## config.mk

```make
export PLATFORM = sky130hd
export DESIGN_NAME = bus_data_match
export DESIGN_NICKNAME = d
export VERILOG_FILES = /design/src/rtl/dm_pkg.sv /design/src/rtl/dm_regs.sv /design/src/rtl/dm_compare.sv /design/src/rtl/bus_data_match.sv
export SDC_FILE = /design/constraint.sdc
export NUM_CORES = 1
export LEC_CHECK = 0
export ABC_CLOCK_PERIOD_IN_PS = 2100
export BUFFER_PORTS_ARGS = -buffer_cell sky130_fd_sc_hd__buf_2
export CELL_PAD_IN_SITES_DETAIL_PLACEMENT = 0
export CELL_PAD_IN_SITES_GLOBAL_PLACEMENT = 2
export CORE_AREA = 2 2 77 79
export CTS_CLUSTER_SIZE = 24
export DETAILED_ROUTE_END_ITERATION = 10
export DIE_AREA = 0 0 79 81
export GPL_ROUTABILITY_DRIVEN = 0
export PLACE_DENSITY_LB_ADDON = 0.1
export SYNTH_ARGS = -nofsm -noshare
export SYNTH_HDL_FRONTEND = slang
export SYNTH_SLANG_ARGS = --single-unit
```

## constraint.sdc

```tcl
create_clock -name clk -period 2.1 [get_ports clk]
set_input_delay 0.21 -clock clk [delete_from_list [all_inputs] [get_ports clk]]
set_output_delay 0.21 -clock clk [all_outputs]
set_load 0.01 [all_outputs]
```

## src/rtl/dm_pkg.sv

```systemverilog
package dm_pkg;
  localparam logic [1:0] BANK_DATA = 2'b00;  // window holding pattern and mask
  localparam int unsigned BYTE_W = 8;
endpackage

```

## src/rtl/dm_regs.sv

```systemverilog
module dm_regs
  import dm_pkg::*;
#(
  parameter int unsigned AW = 8,
  parameter int unsigned DW = 16,
  parameter logic [AW-1:0] BASE = 8'h2D
) (
  input  logic              clk,
  input  logic              rst_n,
  input  logic [AW-1:0]     addr,
  input  logic              wr,
  input  logic [BYTE_W-1:0] wdata,
  input  logic [1:0]        bank_sel,
  input  logic              armed,
  output logic [BYTE_W-1:0] rdata,
  output logic [DW-1:0]     pattern,
  output logic [DW-1:0]     mask
);
  localparam int unsigned NB   = DW / BYTE_W;
  localparam int unsigned NREG = 2 * NB;
  localparam int unsigned IW   = (NREG > 1) ? $clog2(NREG) : 1;

  logic [BYTE_W-1:0] regq [NREG];
  logic [AW-1:0]     off;
  logic              hit;
  logic              open_win;
  logic              wr_en;

  assign off      = addr - BASE;
  assign hit      = (addr >= BASE) && (off < AW'(NREG));
  assign open_win = (bank_sel == BANK_DATA);
  assign wr_en    = wr && open_win && !armed && hit;

  // index 0..NB-1: pattern bytes, most significant first; then mask bytes
  for (genvar k = 0; k < NREG; k++) begin : g_reg
    always_ff @(posedge clk or negedge rst_n) begin
      if (!rst_n)                          regq[k] <= '0;
      else if (wr_en && off == AW'(k))     regq[k] <= wdata;
    end
  end

  for (genvar b = 0; b < NB; b++) begin : g_map
    assign pattern[BYTE_W*b +: BYTE_W] = regq[NB-1-b];
    assign mask[BYTE_W*b +: BYTE_W]    = regq[2*NB-1-b];
  end

  always_comb begin
    rdata = '0;
    if (open_win && hit) rdata = regq[off[IW-1:0]];
  end

  // refused writes leave the whole register set unchanged
  assert_wr_blocked_R6: assert property (@(posedge clk) disable iff (!rst_n)
    (wr && (armed || bank_sel != BANK_DATA)) |=> $stable({pattern, mask}));

  // no write strobe, no register change
  assert_no_spurious_wr_R6: assert property (@(posedge clk) disable iff (!rst_n)
    !wr |=> $stable({pattern, mask}));

  // a closed window reads as zero
  assert_closed_read_zero_R5: assert property (@(posedge clk) disable iff (!rst_n)
    (bank_sel != BANK_DATA) |-> (rdata == '0));
endmodule

```

## src/rtl/dm_compare.sv

```systemverilog
module dm_compare #(
  parameter int unsigned DW = 16
) (
  input  logic          clk,
  input  logic          rst_n,
  input  logic          valid,
  input  logic          tag_mode,
  input  logic [DW-1:0] data,
  input  logic [DW-1:0] pattern,
  input  logic [DW-1:0] mask,
  output logic          match
);
  logic [DW-1:0] diff;
  logic          agree;

  assign diff  = (data ^ pattern) & mask;
  assign agree = ~|diff;

  always_ff @(posedge clk or negedge rst_n) begin
    if (!rst_n) match <= 1'b0;
    else        match <= valid && !tag_mode && agree;
  end

  // tag mode suppresses the data match
  assert_tag_blocks_R4: assert property (@(posedge clk) disable iff (!rst_n)
    tag_mode |=> !match);

  // no strobe, no match
  assert_idle_no_match_R3: assert property (@(posedge clk) disable iff (!rst_n)
    !valid |=> !match);

  // an empty mask matches every qualified access
  assert_empty_mask_hits_R2: assert property (@(posedge clk) disable iff (!rst_n)
    (valid && !tag_mode && mask == '0) |=> match);

  // exact full-mask equality gives a match
  assert_exact_hits_R1: assert property (@(posedge clk) disable iff (!rst_n)
    (valid && !tag_mode && data == pattern) |=> match);
endmodule

```

## src/rtl/bus_data_match.sv

```systemverilog
module bus_data_match
  import dm_pkg::*;
#(
  parameter int unsigned AW = 8,
  parameter int unsigned DW = 16,
  parameter logic [AW-1:0] BASE = 8'h2D
) (
  input  logic              clk,
  input  logic              rst_n,
  input  logic [AW-1:0]     reg_addr,
  input  logic              reg_wr,
  input  logic [BYTE_W-1:0] reg_wdata,
  output logic [BYTE_W-1:0] reg_rdata,
  input  logic [1:0]        bank_sel,
  input  logic              armed,
  input  logic              tag_mode,
  input  logic              bus_valid,
  input  logic [DW-1:0]     bus_data,
  output logic              match
);
  logic [DW-1:0] pattern;
  logic [DW-1:0] mask;

  dm_regs #(.AW(AW), .DW(DW), .BASE(BASE)) u_regs (
    .clk(clk), .rst_n(rst_n), .addr(reg_addr), .wr(reg_wr), .wdata(reg_wdata),
    .bank_sel(bank_sel), .armed(armed), .rdata(reg_rdata),
    .pattern(pattern), .mask(mask)
  );

  dm_compare #(.DW(DW)) u_cmp (
    .clk(clk), .rst_n(rst_n), .valid(bus_valid), .tag_mode(tag_mode),
    .data(bus_data), .pattern(pattern), .mask(mask), .match(match)
  );

  // match is low in the first cycle after reset release
  assert_reset_quiet_R7: assert property (@(posedge clk)
    $rose(rst_n) |-> !match);
endmodule

```

* Word level (Yosys, flattened, before mapping)
Index checks and enable logic that the tools add are counted.
** Cells by class
- Muxes and demuxes :: 4
- $lt $le $gt $ge :: 3
- Eq/ne operators :: 3
- Bitwise gates (word level) :: 3
- Reductions and logical operators :: 17
- $add $sub $neg :: 1
** Operators with widths (count)
- $mux 8 :: 3
- $and 16x16->16 :: 1
- $bmux 8 s2 :: 1
- $eq 8x2->1 const B :: 2
- $reduce_or 16->1 :: 1
- $xor 16x16->16 :: 1
- $logic_and 1x1->1 :: 11
- $eq 8x1->1 const B :: 1
- $ge 8x6->1 const B :: 1
- $logic_not 8->1 :: 1
- $lt 8x3->1 const B :: 1
- $sub 8x6->8 const B :: 1
- $ge 3x3->1 const B :: 1
- $logic_not 1->1 :: 3
- $not 2->3 :: 1
- $logic_not 2->1 :: 1
** Storage, ports and cells
- Flip-flop bits (word level) :: 33
- Input port bits :: 40
- Word-level logic and storage cells :: 36
- Output and inout port bits :: 9

* Logic depth before layout (Yosys ltp)
- Word-level depth :: 6
- Gate-level depth with buffers :: 8
- Gate-level depth less buffers :: 6

* By module
From an unflattened synthesis, not the netlist that was laid out.
** Unflattened totals
- Cell total of the unflattened synthesis :: 134
- Area total of the unflattened synthesis :: 1968.1 um^2
** Modules (own cells, without submodules)
- dm_regs :: cells an instance 106, area each 1715.4 um^2, instances 1, seq. area each 800.8 um^2
- dm_compare :: cells an instance 28, area each 252.7 um^2, instances 1, seq. area each 25.0 um^2

* Least setup slack after synthesis
No wires, ideal clock.
- Kind :: input-to-reg
- Start point :: input reg_addr[0]
- End point :: register u_regs.regq (netlist bit u_regs.pattern[10])
- Path buffers :: 1
- Data required time :: 1.975 ns
- Arrival time :: 2.037 ns
- Library setup time :: 0.125 ns
- Cell stages on the path :: 7
- Slack :: -0.062 ns
- Path through :: buf_4 inv_1 ha_1 o21bai_2 a2bb2oi_2 nor4_4 mux2_2
** Between the ends
- Word-level cells in the longest chain between the ends :: 5
- Elaborated cells between the ends (all ways) :: 7
- Classes of those cells :: add/sub: 1; order compare: 2; reduce/logical: 4
** RTL lines
- from (decl) :: line bus_data_match.sv:10 : input logic [AW-1:0] reg_addr,
- $sub 8x6->8 :: line dm_regs.sv:29 : assign off = addr - BASE;
- $lt 8x3->1 :: line dm_regs.sv:30 : assign hit = (addr >= BASE) && (off < AW'(NREG));
- $logic_and 1x1->1 :: line dm_regs.sv:30
- $logic_and 1x1->1 :: line dm_regs.sv:32 : assign wr_en = wr && open_win && !armed && hit;
- $logic_and 1x1->1 (*) :: line dm_regs.sv:38 : else if (wr_en && off == AW'(k)) regq[k] <= wdata;
- to (signal, indexed assignment) :: line dm_regs.sv:38
- to (decl) :: line dm_regs.sv:23 : logic [BYTE_W-1:0] regq [NREG];
Mark *: on every way between the ends. The rest lies on a longest branch, timed or not.
A chain may end at the register's enable or synchronous reset.

* Final worst setup path
- Start point :: input reg_addr[0]
- End point :: output reg_rdata[2]
** Between the ends
- Word-level cells in the longest chain between the ends :: 6
- Elaborated cells between the ends (all ways) :: 10
- Classes of those cells :: add/sub: 1; order compare: 2; mux: 4; bitwise: 1; reduce/logical: 2
** RTL lines
- parallel branches: the longest is 5 deep, another holds $sub 8x6->8
- $mux 8 (*) :: line dm_regs.sv:49 : if (open_win && hit) rdata = regq[off[IW-1:0]];
- to (decl) :: line bus_data_match.sv:13 : output logic [BYTE_W-1:0] reg_rdata,
Every way passes the cells marked *. The select of a mux whose other input is x is not followed.

==> summary.md <==
For flop-to-flop paths, the worst setup slack is 0.66 ns. Cell internal power was estimated by the tool at 988 uW. The initial utilization of the core area, before any placement, comes to 34.5%. The pre-antenna-repair detailed-routing pass consisted of 4 iterations. The run gives 1478 as the number of global-route vias before repair. The tools report the final hold violation count as 30. Entering global routing, the biggest net connects 34 pins. In this run the worst path has a maximum fanout of 8. Data arrival time of the worst path: 1.76 ns. Growth of design area from synthesis to finish: 29.0%. The horizontal extent of the die is 79 um, and the die outline height is 81 um.

After clock tree synthesis, the clock-pin slew on the worst setup and hold paths is 0.07 ns. The tools report the termination of the worst setup path as reg_rdata[2]. The worst-case IR drop observed on VDD is 278 uV. The number of antenna violations at the first check in global routing came out at 0. The run gives 38.3% as the part of the total power dissipated in the clock network. Once the clock tree was built, the setup fixing pass inserted 0 buffers. Counting the buffers created by CTS gives 5. After the flow finishes, the layout carries non-filler instances totaling 284.

After detailed routing, the number of remaining DRC violations is 0. Timing analysis after detailed placement gives a worst setup slack of -0.00751 ns. The number of placed instances with taps included was 276. In this run the count of I/O pins placed on the die edge is 49. The run finished, with violations left.

The post-synthesis instance total is 139. The tools report the number of core rows as 28. Of the available clock period, the critical path in the final layout requires 93.7%. The part of the power in registers was 48.9%; the top-area cell type share of the netlist area was 42.2%. The final routed wirelength across all metal layers came out at 4.72 mm. The critical path launch point is reg_addr[0].

For the fraction of power consumed by combinational cells, the log shows 12.8%. The logs give 50.0% for the relative slew slack and 6400 um2 for the die area. For this run, the share of the core covered by cells in the final layout is 44.5%.

The detailed-route vias per instance was 4.91. Net switching is 25.6% of the power. The post-synth net total was 184; the average wire per standard cell was 16.6 um. For the finished layout, the period the worst path requires is 1.97 ns.

In this run the power spent charging and discharging nets is 340 uW. In this run the static leakage power is 1.25 nW. Among all flip-flop cells after synthesis, the most frequent one is sky130_fd_sc_hd__dfrtp_1. Derived from the worst setup path, the maximum achievable clock frequency is 0.508 GHz. The final layout net count was 253.

The clock passes through at most 2 buffers. Dividing total power by cell area gives a power density of 526 nW/um2. Clock tree root driver cell: sky130_fd_sc_hd__clkbuf_8. Setup repair after global routing left no endpoint under its margin.

The worst hold-check slack was -0.0168 ns. Synthesized area divided by synthesized cell count: 14.1 um2. After synthesis, the share of flip-flops with an asynchronous set or reset is 100%. At the pin with the least slew margin, the transition time is 0.750 ns.

Cell accounting for the most synthesized area: sky130_fd_sc_hd__dfrtp_1. The tools report the type of element capturing the critical path as a primary output. The post-synthesis instance area came out at 1960 um2. The wire length of the first global-routing pass came out at 7.59 mm. The checks that failed: negative hold slack.

The count of nets left with antenna violations once routing finished came out at 0. The post-synthesis sequential area ratio came out at 42.2%. The later pin in the worst-skew pair is clocked with a latency of 0.29 ns. The number of antenna diodes in the final layout is 0. The classification of the worst setup path is input port to primary output.

Ranked by total cell area, the synthesized netlist is headed by sky130_fd_sc_hd__dfrtp_1 42%, sky130_fd_sc_hd__mux2_2 17%, sky130_fd_sc_hd__mux4_2 9.2%. In the global route stage, overall resource usage came out at 16.1%. Measured in cells, the most critical reg-to-reg path has a length of 4.

TritonCTS built the clock tree. The tightest min-delay check is of the input port to async pin type. The port buffer count works out to 48. The number of max-slew violations in the final report came out at 0. The run gives 2 as the depth of the CTS H-tree. In the post-synthesis netlist, the cell with the most instances is sky130_fd_sc_hd__dfrtp_1.

The max-cap check violation count was 0; the number of distinct standard cells referenced by the synthesized netlist was 29. The count of endpoints failing setup in the final report came out at 0. In this run the critical register-to-register path is captured at u_cmp.match. For this block, the via count after detailed routing is 1394. Counting instances in the post-synthesis netlist gives the leading cell types as 33 x sky130_fd_sc_hd__dfrtp_1, 29 x sky130_fd_sc_hd__mux2_2, 17 x sky130_fd_sc_hd__xor2_1, 9 x sky130_fd_sc_hd__nor2b_1, 8 x sky130_fd_sc_hd__mux4_2. Type of element launching the critical path: an input port. In this run, the number of DRC markers left after iteration 0 of detailed routing was 34. The layout cell share with drive strength beyond 1 came out at 58.4%. The worst path meets setup with 0.132 ns of slack. The number of enable-type register cells in the synthesized netlist was 0. For the area of the core, the log shows 5680 um2. The clock arrives with 0.00685 ns of skew. For the total half-perimeter wirelength after legalization and detailed placement, the log shows 3.63 mm. For the worst setup path, the data required time is 1.89 ns. The run gives 0 as the number of warning messages in the yosys log.

The CTS sink count was 33. The tools report the critical register-to-register path startpoint as u_regs.pattern[6]. The synthesized design contains 33 register bits. Overall overflow remaining after global route: 0.
## kinds of logic after synthesis
group           share of synthesized area, %
mux                                     27.6
flops                                   42.2
simple gates                            10.1
xor+xnor                                7.61
compound gates                          7.93
buf+inv                                 1.34
fa+ha+maj                               3.20
## timing repair
item / 4_1_cts / 5_1_grt
resized for setup: 0 / 3
hold buffers: 0 / 0
setup endpoints to repair: 0 / 3
## power groups by stage
stage          Clock (mW)  Combinational [mW]  Sequential, mW
6_report            0.509               0.169           0.650
5_1_grt             0.561               0.188           0.651
4_1_cts             0.523               0.172           0.650
3_5_place_dp            0               0.171           0.662
3_3_place_gp            0               0.169           0.662
2_1_floorplan           0              0.0768           0.661
## worst max-delay path, stage by stage
cell and delay [ns]:
sky130_fd_sc_hd__buf_2 0.09, sky130_fd_sc_hd__inv_1 0.05, sky130_fd_sc_hd__ha_2 0.18, sky130_fd_sc_hd__o21bai_2 0.22
sky130_fd_sc_hd__a2bb2oi_2 0.18, sky130_fd_sc_hd__or3_1 0.36, sky130_fd_sc_hd__buf_4 0.19, sky130_fd_sc_hd__nor2b_1 0.12
sky130_fd_sc_hd__buf_2 0.14
## through the flow
stage / total power [mW] / cell area [um2] / TNS [ns]
CTS: 1.34 / 2510 / 0
detailed placement: 0.833 / 2420 / -0.00751
global route: 1.40 / 2520 / 0
floorplan: 0.738 / 1960 / -0.211
global placement: 0.831 / 2420 / 0
finish: 1.33 / 2520 / 0
## layout by cell type, fill, tap and decap left out
cell and n:
sky130_fd_sc_hd__buf_2 48, sky130_fd_sc_hd__dfrtp_1 33, sky130_fd_sc_hd__mux2_2 29, sky130_fd_sc_hd__xor2_1 16
sky130_fd_sc_hd__buf_4 16, sky130_fd_sc_hd__mux4_2 8, sky130_fd_sc_hd__nor2b_1 8, sky130_fd_sc_hd__clkbuf_8 6
sky130_fd_sc_hd__nand2_1 5, sky130_fd_sc_hd__nor4_4 4, sky130_fd_sc_hd__ha_1 4, sky130_fd_sc_hd__inv_1 3
sky130_fd_sc_hd__mux2_1 3, sky130_fd_sc_hd__nand2b_1 2, sky130_fd_sc_hd__a22o_1 2, sky130_fd_sc_hd__a221oi_1 2
sky130_fd_sc_hd__a22oi_1 2, sky130_fd_sc_hd__o21bai_2 1, sky130_fd_sc_hd__xor2_2 1, sky130_fd_sc_hd__a2bb2oi_2 1
sky130_fd_sc_hd__nor2_1 1, sky130_fd_sc_hd__a211oi_2 1, sky130_fd_sc_hd__o2111ai_4 1, sky130_fd_sc_hd__a211o_1 1
sky130_fd_sc_hd__a41oi_2 1, sky130_fd_sc_hd__or3_1 1, sky130_fd_sc_hd__nor2b_2 1, sky130_fd_sc_hd__a222oi_1 1
sky130_fd_sc_hd__a21oi_1 1, sky130_fd_sc_hd__and3_1 1, sky130_fd_sc_hd__and4_1 1, sky130_fd_sc_hd__ha_2 1
sky130_fd_sc_hd__clkinv_2 1, sky130_fd_sc_hd__clkinv_4 1, sky130_fd_sc_hd__buf_12 1
## how the worst min path moves through the flow
stage               start                 end  slack [ns]  depth (start not counted)
floorplan           rst_n         u_cmp.match       -0.09                          0
global placement    rst_n  u_regs.pattern[12]        0.31                          1
finish              rst_n      u_regs.mask[4]       -0.02                          1
global route        rst_n      u_regs.mask[4]        0.04                          1
CTS                 rst_n      u_regs.mask[4]       0.005                          1
detailed placement  rst_n      u_regs.mask[4]        0.32                          1
## registers in the layout, indices dropped and copies added (netlist names)
register        count
u_regs.mask        16
u_regs.pattern     16
u_cmp.match         1
## layer usage
layer	GRT usage, %	vias up	part of all wire [%]	routed length [um]
met5	0	-	0	0
met4	6.38	0	2.3	110
met3	3.56	9	3.9	183
met2	28.6	34	51	2420
met1	19.2	697	42	2000
li1	-	654	-	-
## cell type report
type / count / area, um2
clock buffer: 6 / 82.6
clock inverter: 2 / 13.8
fill: 558 / 3150
inverter: 3 / 11.3
multi-input combinational: 100 / 1120
sequential: 33 / 826
tap: 75 / 93.8
timing repair buffer: 65 / 380
Power figures use the tool's default switching activity.
